--- src/rtl/pgood_pd_pkg.sv ---
// Shared types and constants for the power-good / power-down controller.
// Assumes a single reference clock domain for all internal state.
package pgood_pd_pkg;

    localparam int FSEL_W = 3;
    localparam logic [FSEL_W-1:0] FSEL_RESERVED = 3'b111;

    // Internal sequencer states; several map onto one external code.
    typedef enum logic [2:0] {
        ST_OPEN    = 3'd0,
        ST_RUN     = 3'd1,
        ST_PD_GATE = 3'd2,
        ST_PD      = 3'd3,
        ST_WAKE    = 3'd4
    } pd_state_e;

    localparam logic [1:0] VIS_OPEN = 2'd0;
    localparam logic [1:0] VIS_RUN  = 2'd1;
    localparam logic [1:0] VIS_PD   = 2'd2;

endpackage

--- src/rtl/pd_pin_sync.sv ---
// Multi-flop synchronizer for the asynchronous power-good / power-down pin.
// Assumes STAGES >= 2; the flops reset to 0, which reads as "not powered good".
module pd_pin_sync #(
    parameter int STAGES = 2
) (
    input  logic clk,
    input  logic rst_n,
    input  logic d_async,
    output logic q_sync
);

    logic [STAGES-1:0] sh_q;

    // Shift the raw pin through the synchronizer chain.
    always_ff @(posedge clk) begin
        if (!rst_n) sh_q <= '0;
        else        sh_q <= {sh_q[STAGES-2:0], d_async};
    end

    assign q_sync = sh_q[STAGES-1];

    generate
        if (STAGES == 2) begin : g_chk2
            AST_SYNC_LATENCY: assert property (@(posedge clk) disable iff (!rst_n)
                ($past(rst_n) && $past(rst_n, 2)) |-> (q_sync == $past(d_async, 2)))
                else $error("synchronizer latency broken");
        end
    endgenerate

endmodule

--- src/rtl/strap_hold.sv ---
// Strap latch: loads the frequency-select and mode straps when told to.
// A clear has priority over a load. Assumes the strap inputs are quasi-static.
module strap_hold #(
    parameter int FW = 3,
    parameter int MW = 2
) (
    input  logic          clk,
    input  logic          rst_n,
    input  logic          capture,
    input  logic          track,
    input  logic          clear,
    input  logic [FW-1:0] fsel_in,
    input  logic [MW-1:0] mode_in,
    output logic [FW-1:0] fsel_q,
    output logic [MW-1:0] mode_q
);

    // Hold, load or clear the latched strap values.
    always_ff @(posedge clk) begin
        if (!rst_n || clear) begin
            fsel_q <= '0;
            mode_q <= '0;
        end else if (capture || track) begin
            fsel_q <= fsel_in;
            mode_q <= mode_in;
        end
    end

    AST_CAPTURE_LOADS: assert property (@(posedge clk) disable iff (!rst_n)
        (capture && !clear) |=> (fsel_q == $past(fsel_in) && mode_q == $past(mode_in)))
        else $error("capture did not load straps");

    AST_HOLD_STABLE: assert property (@(posedge clk) disable iff (!rst_n)
        (!capture && !track && !clear) |=> ($stable(fsel_q) && $stable(mode_q)))
        else $error("latched straps moved without a load");

    AST_CLEAR_ZERO: assert property (@(posedge clk) disable iff (!rst_n)
        clear |=> (fsel_q == '0 && mode_q == '0))
        else $error("clear did not zero latch");

endmodule

--- src/rtl/pd_seq_fsm.sv ---
// Power sequencer: one-shot strap capture, then power-down handling through
// the synchronized pin. Power-down gates the outputs before the oscillator and
// PLL are disabled. Wake-up waits lock_delay+1 cycles before enabling outputs.
module pd_seq_fsm
    import pgood_pd_pkg::*;
#(
    parameter int CNT_W = 4
) (
    input  logic             clk,
    input  logic             rst_n,
    input  logic             pin_s,
    input  logic             test_en,
    input  logic             restore_cfg,
    input  logic             mgmt_mode,
    input  logic [CNT_W-1:0] lock_delay,
    output logic             capture_o,
    output logic             track_o,
    output logic             clear_o,
    output logic             out_en_o,
    output logic             osc_pll_en_o,
    output logic [1:0]       state_o
);

    pd_state_e        state_q, state_d;
    logic [CNT_W-1:0] cnt_q;
    logic             keep_cfg;

    assign keep_cfg = restore_cfg || mgmt_mode;

    // Next-state selection.
    always_comb begin
        state_d = state_q;
        case (state_q)
            ST_OPEN:    if (pin_s) state_d = ST_RUN;
            ST_RUN:     if (!pin_s) state_d = keep_cfg ? ST_PD_GATE : ST_OPEN;
            ST_PD_GATE: state_d = ST_PD;
            ST_PD:      if (pin_s) state_d = ST_WAKE;
            ST_WAKE:    if (!pin_s) state_d = ST_PD;
                        else if (cnt_q == '0) state_d = ST_RUN;
            default:    state_d = ST_OPEN;
        endcase
    end

    // State register.
    always_ff @(posedge clk) begin
        if (!rst_n) state_q <= ST_OPEN;
        else        state_q <= state_d;
    end

    // Lock-wait counter: loaded on wake entry, counts down while waiting.
    always_ff @(posedge clk) begin
        if (!rst_n)                                 cnt_q <= '0;
        else if (state_q == ST_PD && pin_s)         cnt_q <= lock_delay;
        else if (state_q == ST_WAKE && cnt_q != '0) cnt_q <= cnt_q - 1'b1;
    end

    // Output decode.
    always_comb begin
        capture_o    = (state_q == ST_OPEN) && pin_s;
        track_o      = (state_q == ST_RUN) && test_en;
        clear_o      = (state_q == ST_RUN) && !pin_s && !keep_cfg;
        out_en_o     = (state_q == ST_RUN);
        osc_pll_en_o = (state_q != ST_PD);
        case (state_q)
            ST_OPEN: state_o = VIS_OPEN;
            ST_RUN:  state_o = VIS_RUN;
            default: state_o = VIS_PD;
        endcase
    end

    AST_GATE_BEFORE_OSC: assert property (@(posedge clk) disable iff (!rst_n)
        $fell(osc_pll_en_o) |-> $past(!out_en_o))
        else $error("oscillator dropped while outputs were enabled");

    AST_CLEAR_TO_OPEN: assert property (@(posedge clk) disable iff (!rst_n)
        clear_o |=> (state_q == ST_OPEN))
        else $error("clear did not return to latches open");

    AST_KEEP_CFG_PD: assert property (@(posedge clk) disable iff (!rst_n)
        (state_q == ST_RUN && !pin_s && keep_cfg) |=> (state_q == ST_PD_GATE && !clear_o))
        else $error("kept-configuration power-down misrouted");

    AST_LOCK_WAIT: assert property (@(posedge clk) disable iff (!rst_n)
        (state_q == ST_WAKE && cnt_q != '0 && pin_s) |=> (state_q == ST_WAKE))
        else $error("left lock wait early");

    AST_WAKE_DONE: assert property (@(posedge clk) disable iff (!rst_n)
        (state_q == ST_WAKE && cnt_q == '0 && pin_s) |=> out_en_o)
        else $error("outputs not enabled after lock wait");

endmodule

--- src/rtl/pgood_pd_ctrl.sv ---
// Top level: synchronizer, sequencer and strap latch for the dual-function
// power-good / power-down pin. Assumes every input except pin_raw is synchronous to clk.
module pgood_pd_ctrl
    import pgood_pd_pkg::*;
#(
    parameter int SYNC_STAGES = 2,
    parameter int MODE_W      = 2,
    parameter int CNT_W       = 4
) (
    input  logic              clk,
    input  logic              rst_n,
    input  logic              pin_raw,
    input  logic [FSEL_W-1:0] fsel_strap,
    input  logic [MODE_W-1:0] mode_strap,
    input  logic              test_en,
    input  logic              restore_cfg,
    input  logic              mgmt_mode,
    input  logic [CNT_W-1:0]  lock_delay,
    output logic [FSEL_W-1:0] fsel_q,
    output logic [MODE_W-1:0] mode_q,
    output logic              fsel_rsvd,
    output logic              cfg_clear,
    output logic              out_en,
    output logic              osc_pll_en,
    output logic [1:0]        state_o
);

    logic pin_s;
    logic capture, track;

    pd_pin_sync #(.STAGES(SYNC_STAGES)) u_sync (
        .clk     (clk),
        .rst_n   (rst_n),
        .d_async (pin_raw),
        .q_sync  (pin_s)
    );

    pd_seq_fsm #(.CNT_W(CNT_W)) u_fsm (
        .clk          (clk),
        .rst_n        (rst_n),
        .pin_s        (pin_s),
        .test_en      (test_en),
        .restore_cfg  (restore_cfg),
        .mgmt_mode    (mgmt_mode),
        .lock_delay   (lock_delay),
        .capture_o    (capture),
        .track_o      (track),
        .clear_o      (cfg_clear),
        .out_en_o     (out_en),
        .osc_pll_en_o (osc_pll_en),
        .state_o      (state_o)
    );

    strap_hold #(.FW(FSEL_W), .MW(MODE_W)) u_straps (
        .clk     (clk),
        .rst_n   (rst_n),
        .capture (capture),
        .track   (track),
        .clear   (cfg_clear),
        .fsel_in (fsel_strap),
        .mode_in (mode_strap),
        .fsel_q  (fsel_q),
        .mode_q  (mode_q)
    );

    // Flag the reserved frequency-select code.
    assign fsel_rsvd = (fsel_q == FSEL_RESERVED);

    AST_PD_KEEPS_STRAPS: assert property (@(posedge clk) disable iff (!rst_n)
        (state_o == VIS_PD && !track) |=> $stable(fsel_q))
        else $error("straps changed during power-down");

endmodule

--- config.mk ---
export PLATFORM = sky130hd
export DESIGN_NAME = pgood_pd_ctrl
export DESIGN_NICKNAME = d
export VERILOG_FILES = /design/src/rtl/pgood_pd_pkg.sv /design/src/rtl/pd_pin_sync.sv /design/src/rtl/strap_hold.sv /design/src/rtl/pd_seq_fsm.sv /design/src/rtl/pgood_pd_ctrl.sv
export SDC_FILE = /design/constraint.sdc
export NUM_CORES = 1
export LEC_CHECK = 0
export BUFFER_PORTS_ARGS = -buffer_cell sky130_fd_sc_hd__buf_2
export CAP_MARGIN = 10
export CORE_MARGIN = 4
export CORE_UTILIZATION = 25
export DETAILED_ROUTE_END_ITERATION = 16
export GPL_ROUTABILITY_DRIVEN = 1
export SLEW_MARGIN = 40
export SYNTH_ARGS = -nofsm -noshare
export SYNTH_HDL_FRONTEND = slang
export SYNTH_SLANG_ARGS = --single-unit
--- constraint.sdc ---
create_clock -name clk -period 1.95 [get_ports clk]
set_input_delay 0.585 -clock clk [delete_from_list [all_inputs] [get_ports clk]]
set_output_delay 0.585 -clock clk [all_outputs]
set_load 0.005 [all_outputs]
## Yosys cells after proc, flatten, opt, wreduce, memory -nomap -nowiden

Index checks and enable logic that the tools add are counted.
W data, S select, Z words.

| cells by class | value |
|---|---|
| div/mod/pow operators | 0 |
| mux-type cells | 10 |
| eq/ne operators | 10 |
| add/sub/neg operators | 1 |
| shift operators | 0 |
| multipliers | 0 |
| reduce and logical (&&, ||, !) cells | 17 |
| magnitude comparators | 0 |
| bitwise gates (word level) | 0 |

Operator list:

| operator | count |
|---|---|
| $mux W3 | 5 |
| $pmux W3 S5 | 1 |
| $mux W4 | 2 |
| $eq A3 B2 Y1 const B | 2 |
| $eq A3 B3 Y1 const B | 2 |
| $logic_and A1 B1 Y1 | 6 |
| $ne A2 B2 Y1 const B | 3 |
| $ne A3 B2 Y1 const B | 2 |
| $logic_not A4 Y1 | 1 |
| $pmux W2 S2 | 1 |
| $reduce_and A4 Y1 | 1 |
| $reduce_bool A4 Y1 | 1 |
| $sub A4 B1 Y4 const B | 1 |
| $eq A3 B1 Y1 const B | 1 |
| $logic_not A1 Y1 | 3 |
| $logic_not A3 Y1 | 1 |
| $logic_or A1 B1 Y1 | 3 |
| $mux W2 | 1 |
| $reduce_bool A2 Y1 | 1 |

| word-level totals | value |
|---|---|
| output and inout bits | 11 |
| ROM bits | 0 |
| bits of input ports | 15 |
| latch bits | 0 |
| bits in registers | 14 |
| RAM bits | 0 |
| word-level logic and storage cells | 43 |
| memories kept | 0 |

## Logic depth before layout (Yosys ltp)

| logic depth | value |
|---|---|
| depth after elaboration | 4 |
| depth in mapped cells | 6 |
| gate-level depth less buffers | 6 |

## Cells and area by module

Synthesis repeated with hierarchy kept, for this count alone.

| second synthesis, totals | value |
|---|---|
| cells, all modules | 86 |
| area total of the unflattened synthesis | 730.7 um^2 |

Modules (own cells, without submodules):

| module | instances | area an instance (um^2) | sequential area each (um^2) | cells each |
|---|---|---|---|---|
| pd_seq_fsm | 1 | 471.7 | 140.1 | 60 |
| strap_hold | 1 | 200.2 | 100.1 | 21 |
| pd_pin_sync | 1 | 52.6 | 40.0 | 4 |
| pgood_pd_ctrl | 1 | 6.3 | 0.0 | 1 |

## Least setup slack after synthesis

Ideal clock, no wire load.

| timing | value |
|---|---|
| path type | reg2out |
| start point | reg u_fsm.state_q[1] |
| end point | out state_o[0] |
| slack | 0.283 ns |
| arrival | 1.082 ns |
| path buffers | 2 |
| stages on the path, launching flop included | 5 |
| required time | 1.365 ns |
| cells stage by stage | dfxtp_1 buf_2 or2_2 nor2_1 buf_4 |

| on the way | value |
|---|---|
| word-level cells in the longest chain between the ends | 2 |
| elaborated cells on any way between the ends | 3 |
| classes of those cells | eq/ne (1); mux (1); reduce/logical (1) |

Ends and longest elaborated chain:

| what | RTL line | text |
|---|---|---|
| start: declaration | pd_seq_fsm.sv:24 | `pd_state_e state_q, state_d;` |
| start signal: assignment | pd_seq_fsm.sv:47 | `else state_q <= state_d;` |
| $eq A3 B1 Y1 | - |  |
| named net out_en | pgood_pd_ctrl.sv:23 | `output logic out_en,` |
| $pmux W2 S2 | pd_seq_fsm.sv:64 | `case (state_q)` |
| end: declaration | pgood_pd_ctrl.sv:25 | `output logic [1:0] state_o` |

The timed path passes the listed nets, and every way through them passes these cells.

## Worst setup path in the final report

| timing | value |
|---|---|
| start point | reg u_fsm.state_q[2] |
| end point | out out_en |

| on the way | value |
|---|---|
| word-level cells in the longest chain between the ends | 1 |

Ends and longest elaborated chain:

| what | RTL line | text |
|---|---|---|
| $eq A3 B1 Y1 | pd_seq_fsm.sv:62 | `out_en_o = (state_q == ST_RUN);` |
| end: declaration | pgood_pd_ctrl.sv:23 |  |

No other way between the ends.

==> flow_summary.yaml <==
cts:
  clk-insertion-delay-late_ns: 0.27
  numCtsBuffers: 3
  clk_transition_reported_paths_ns: 0.08
  clockBufferDepth: 2
  cts_tree: "done"
  clock-sinks: 14
  clk_root_buffer_cell: "clkbuf_4"
  htreeDepth: 1
  hold_buffers: 0
  cts_setup_buffers: 0
floorplanning:
  die_h_um: 62.2
  core_mm2: 0.00278
  die_width_um: 62.2
  core.rowCount: 19
  initial_core_util_pct: 26.5
  pin_count: 26
  die_area_mm2: 0.00387
logic_synthesis:
  ys_seq_elements: 14
  async_flop_share_pct: 0
  ys_seq_area_share_pct: 38.1
  yosys_warnings: 0
  synth.net_count: 101
  synth_flop_cell: "dfxtp_1"
  syn_avg_cell_area_um2: 8.66
  yosys.cell_types.count: 30
  synth_edf_count: 0
  netlist_area_um2: 736
  synthCells: 85
worst_setup_path:
  crit_path_top_delay_cell: "dfxtp_1"
  startpoint_type: "flop"
  path_cells: "or2_2 -> nor2_1 -> buf_2"
  cp.required_ns: 1.36
  crit_arrival_ns: 1.26
  crit_fanout: 8
  critPathMaxStageDelay_ns: 0.38
  crit_type: "reg2out"
  endpoint_kind: "output port"
sta:
  min_period_ns: 1.84
  finClkSkew_ns: 0.00380
  max_freq_mhz: 543
  slew_violations: 0
  setup_violations: 0
  max-slew-margin-rel_pct: 58.3
  rsz0062_at_grt: "no"
  finalCritPeriodShare_pct: 94.4
  finalSetupTns_ns: 0
  hold_viol: 0
  tightest_slew_ns: 0.620
global_route:
  grt_max_degree: 13
  antenna_found_initial: 0
  grt_pass1_vias: 629
  grt_use_total_pct: 7.99
  gr-total-overflow: 0
  grt_pass1_wl_um: 2650
worst_hold_path:
  hp-class: "reg2reg"
route:
  drtIter0Drc: 1
  firstDrtPassIters: 2
  ant_nets: 0
  wire_per_inst_um: 11.0
  vias: 664
  viasPerCell: 4.68
  remaining_drc_errors: 0
  drt_wl_total_um: 1560
placement:
  place_area_um2: 887
  finalWeightedCongestion: 0.751
  placed_cells: 138
  hpwlAfterDp_um: 1250
  io_buffers: 25
power:
  power_density_mw_per_mm2: 609
  p_leak_nw: 0.425
  ir_drop_mv: 0.369
  p_total_mw: 0.564
cells_and_area:
  n_antenna_cell: 0
  final_common_cell: "buf_2"
  finalNetCount: 128
  final_core_util_pct: 33.2
  fin_area_um2: 925
  drive_gt1_share_pct: 35.1
  finalNonFillerCells: 142
  area_growth_pct: 25.7
  final_cell_mix: "buf_2 (25), dfxtp_1 (13), nor2_1 (9)"
outcome:
  outcome: "finished clean"
job:
  cap_violations: 0
-- metal layers --
metal / part of all wire [%] / wire length [um] / vias to the layer above / GRT usage [%]
li1: - / - / 342 / -
met1: 46 / 711 / 301 / 10.2
met2: 49 / 758 / 19 / 13.3
met3: 5.3 / 83 / 2 / 2.16
met4: 0.32 / 5 / 0 / 1.63
met5: 0 / 0 / - / 0
-- logic make-up (layout without fill, tap and decap cells) --
| group | Yosys count | after routing | share of synthesized area, % |
|---|---|---|---|
| buffers and inverters | 8 | 34 | 5.27 |
| AO/OA/AOI/OAI | 14 | 14 | 11.6 |
| adder cells (fa/ha/maj) | 1 | 1 | 1.70 |
| AND/OR/NAND/NOR | 36 | 36 | 27.0 |
| multiplexers | 8 | 8 | 11.6 |
| XOR/XNOR | 4 | 4 | 4.76 |
| flip-flops | 14 | 14 | 38.1 |
-- critical path, delay by kind of cell (launching register included) --
family	cells	cell delay (ns)
buf+inv	1	0.13
flops	1	0.38
simple gates	2	0.48
-- power breakdown --
group / internal (mW) / switching [mW] / leakage, nW / total (mW)
logic: 0.0294 / 0.0283 / 0.290 / 0.0577
clock network: 0.113 / 0.0934 / 0.0210 / 0.207
registers: 0.293 / 0.00583 / 0.114 / 0.299
total: 0.436 / 0.128 / 0.425 / 0.564
-- worst paths after layout --
check                                 startpoint        endpoint  slack (ns)  cells after the start
worst min register to register    u_sync.sh_q[0]  u_sync.sh_q[1]        0.44                      1
worst max register to register    u_fsm.cnt_q[0]  u_fsm.cnt_q[1]        0.23                      6
worst max-delay path            u_fsm.state_q[2]          out_en        0.11                      3
worst min-delay path              u_sync.sh_q[0]  u_sync.sh_q[1]        0.44                      1
-- stage by stage --
step	hold slack, ns	setup WS (ns)
final	0.438	0.109
after global routing	0.470	0.00118
after floorplan	0.412	0.283
after CTS	0.439	0.0670
after global placement	0.418	0.280
after detailed placement	0.417	0.244
-- cells in the mapped netlist (all sizes together) (3+ instances only) --
library cell,count,area (um^2)
o21ai,5,25.0
buf,3,20.0
nand2,9,36.3
nor2,10,45.0
inv,3,11.3
nand3,4,20.0
mux2i,7,70.1
xor2,3,26.3
a21oi,5,25.0
dfxtp,14,280
-- area by class of cell --
type,count,area [um^2]
flip-flops and latches,14,282
clock buffers,4,36.3
inverters,3,11.3
fillers,274,1860
multi-input cells,63,417
repair buffers,27,140
well taps,31,38.8
-- timing repair --
item,4_1_cts,5_1_grt
gates resized for setup,0,1
hold endpoints to repair,0,0
setup endpoints to repair,0,3
-- flip-flops by register name (all words and copies together), names as in the netlist --
signal / count
u_fsm.cnt_q: 4
u_fsm.state_q: 3
u_straps.fsel_q: 3
u_straps.mode_q: 2
u_sync.sh_q: 2
(Power assumes the default switching activity.)
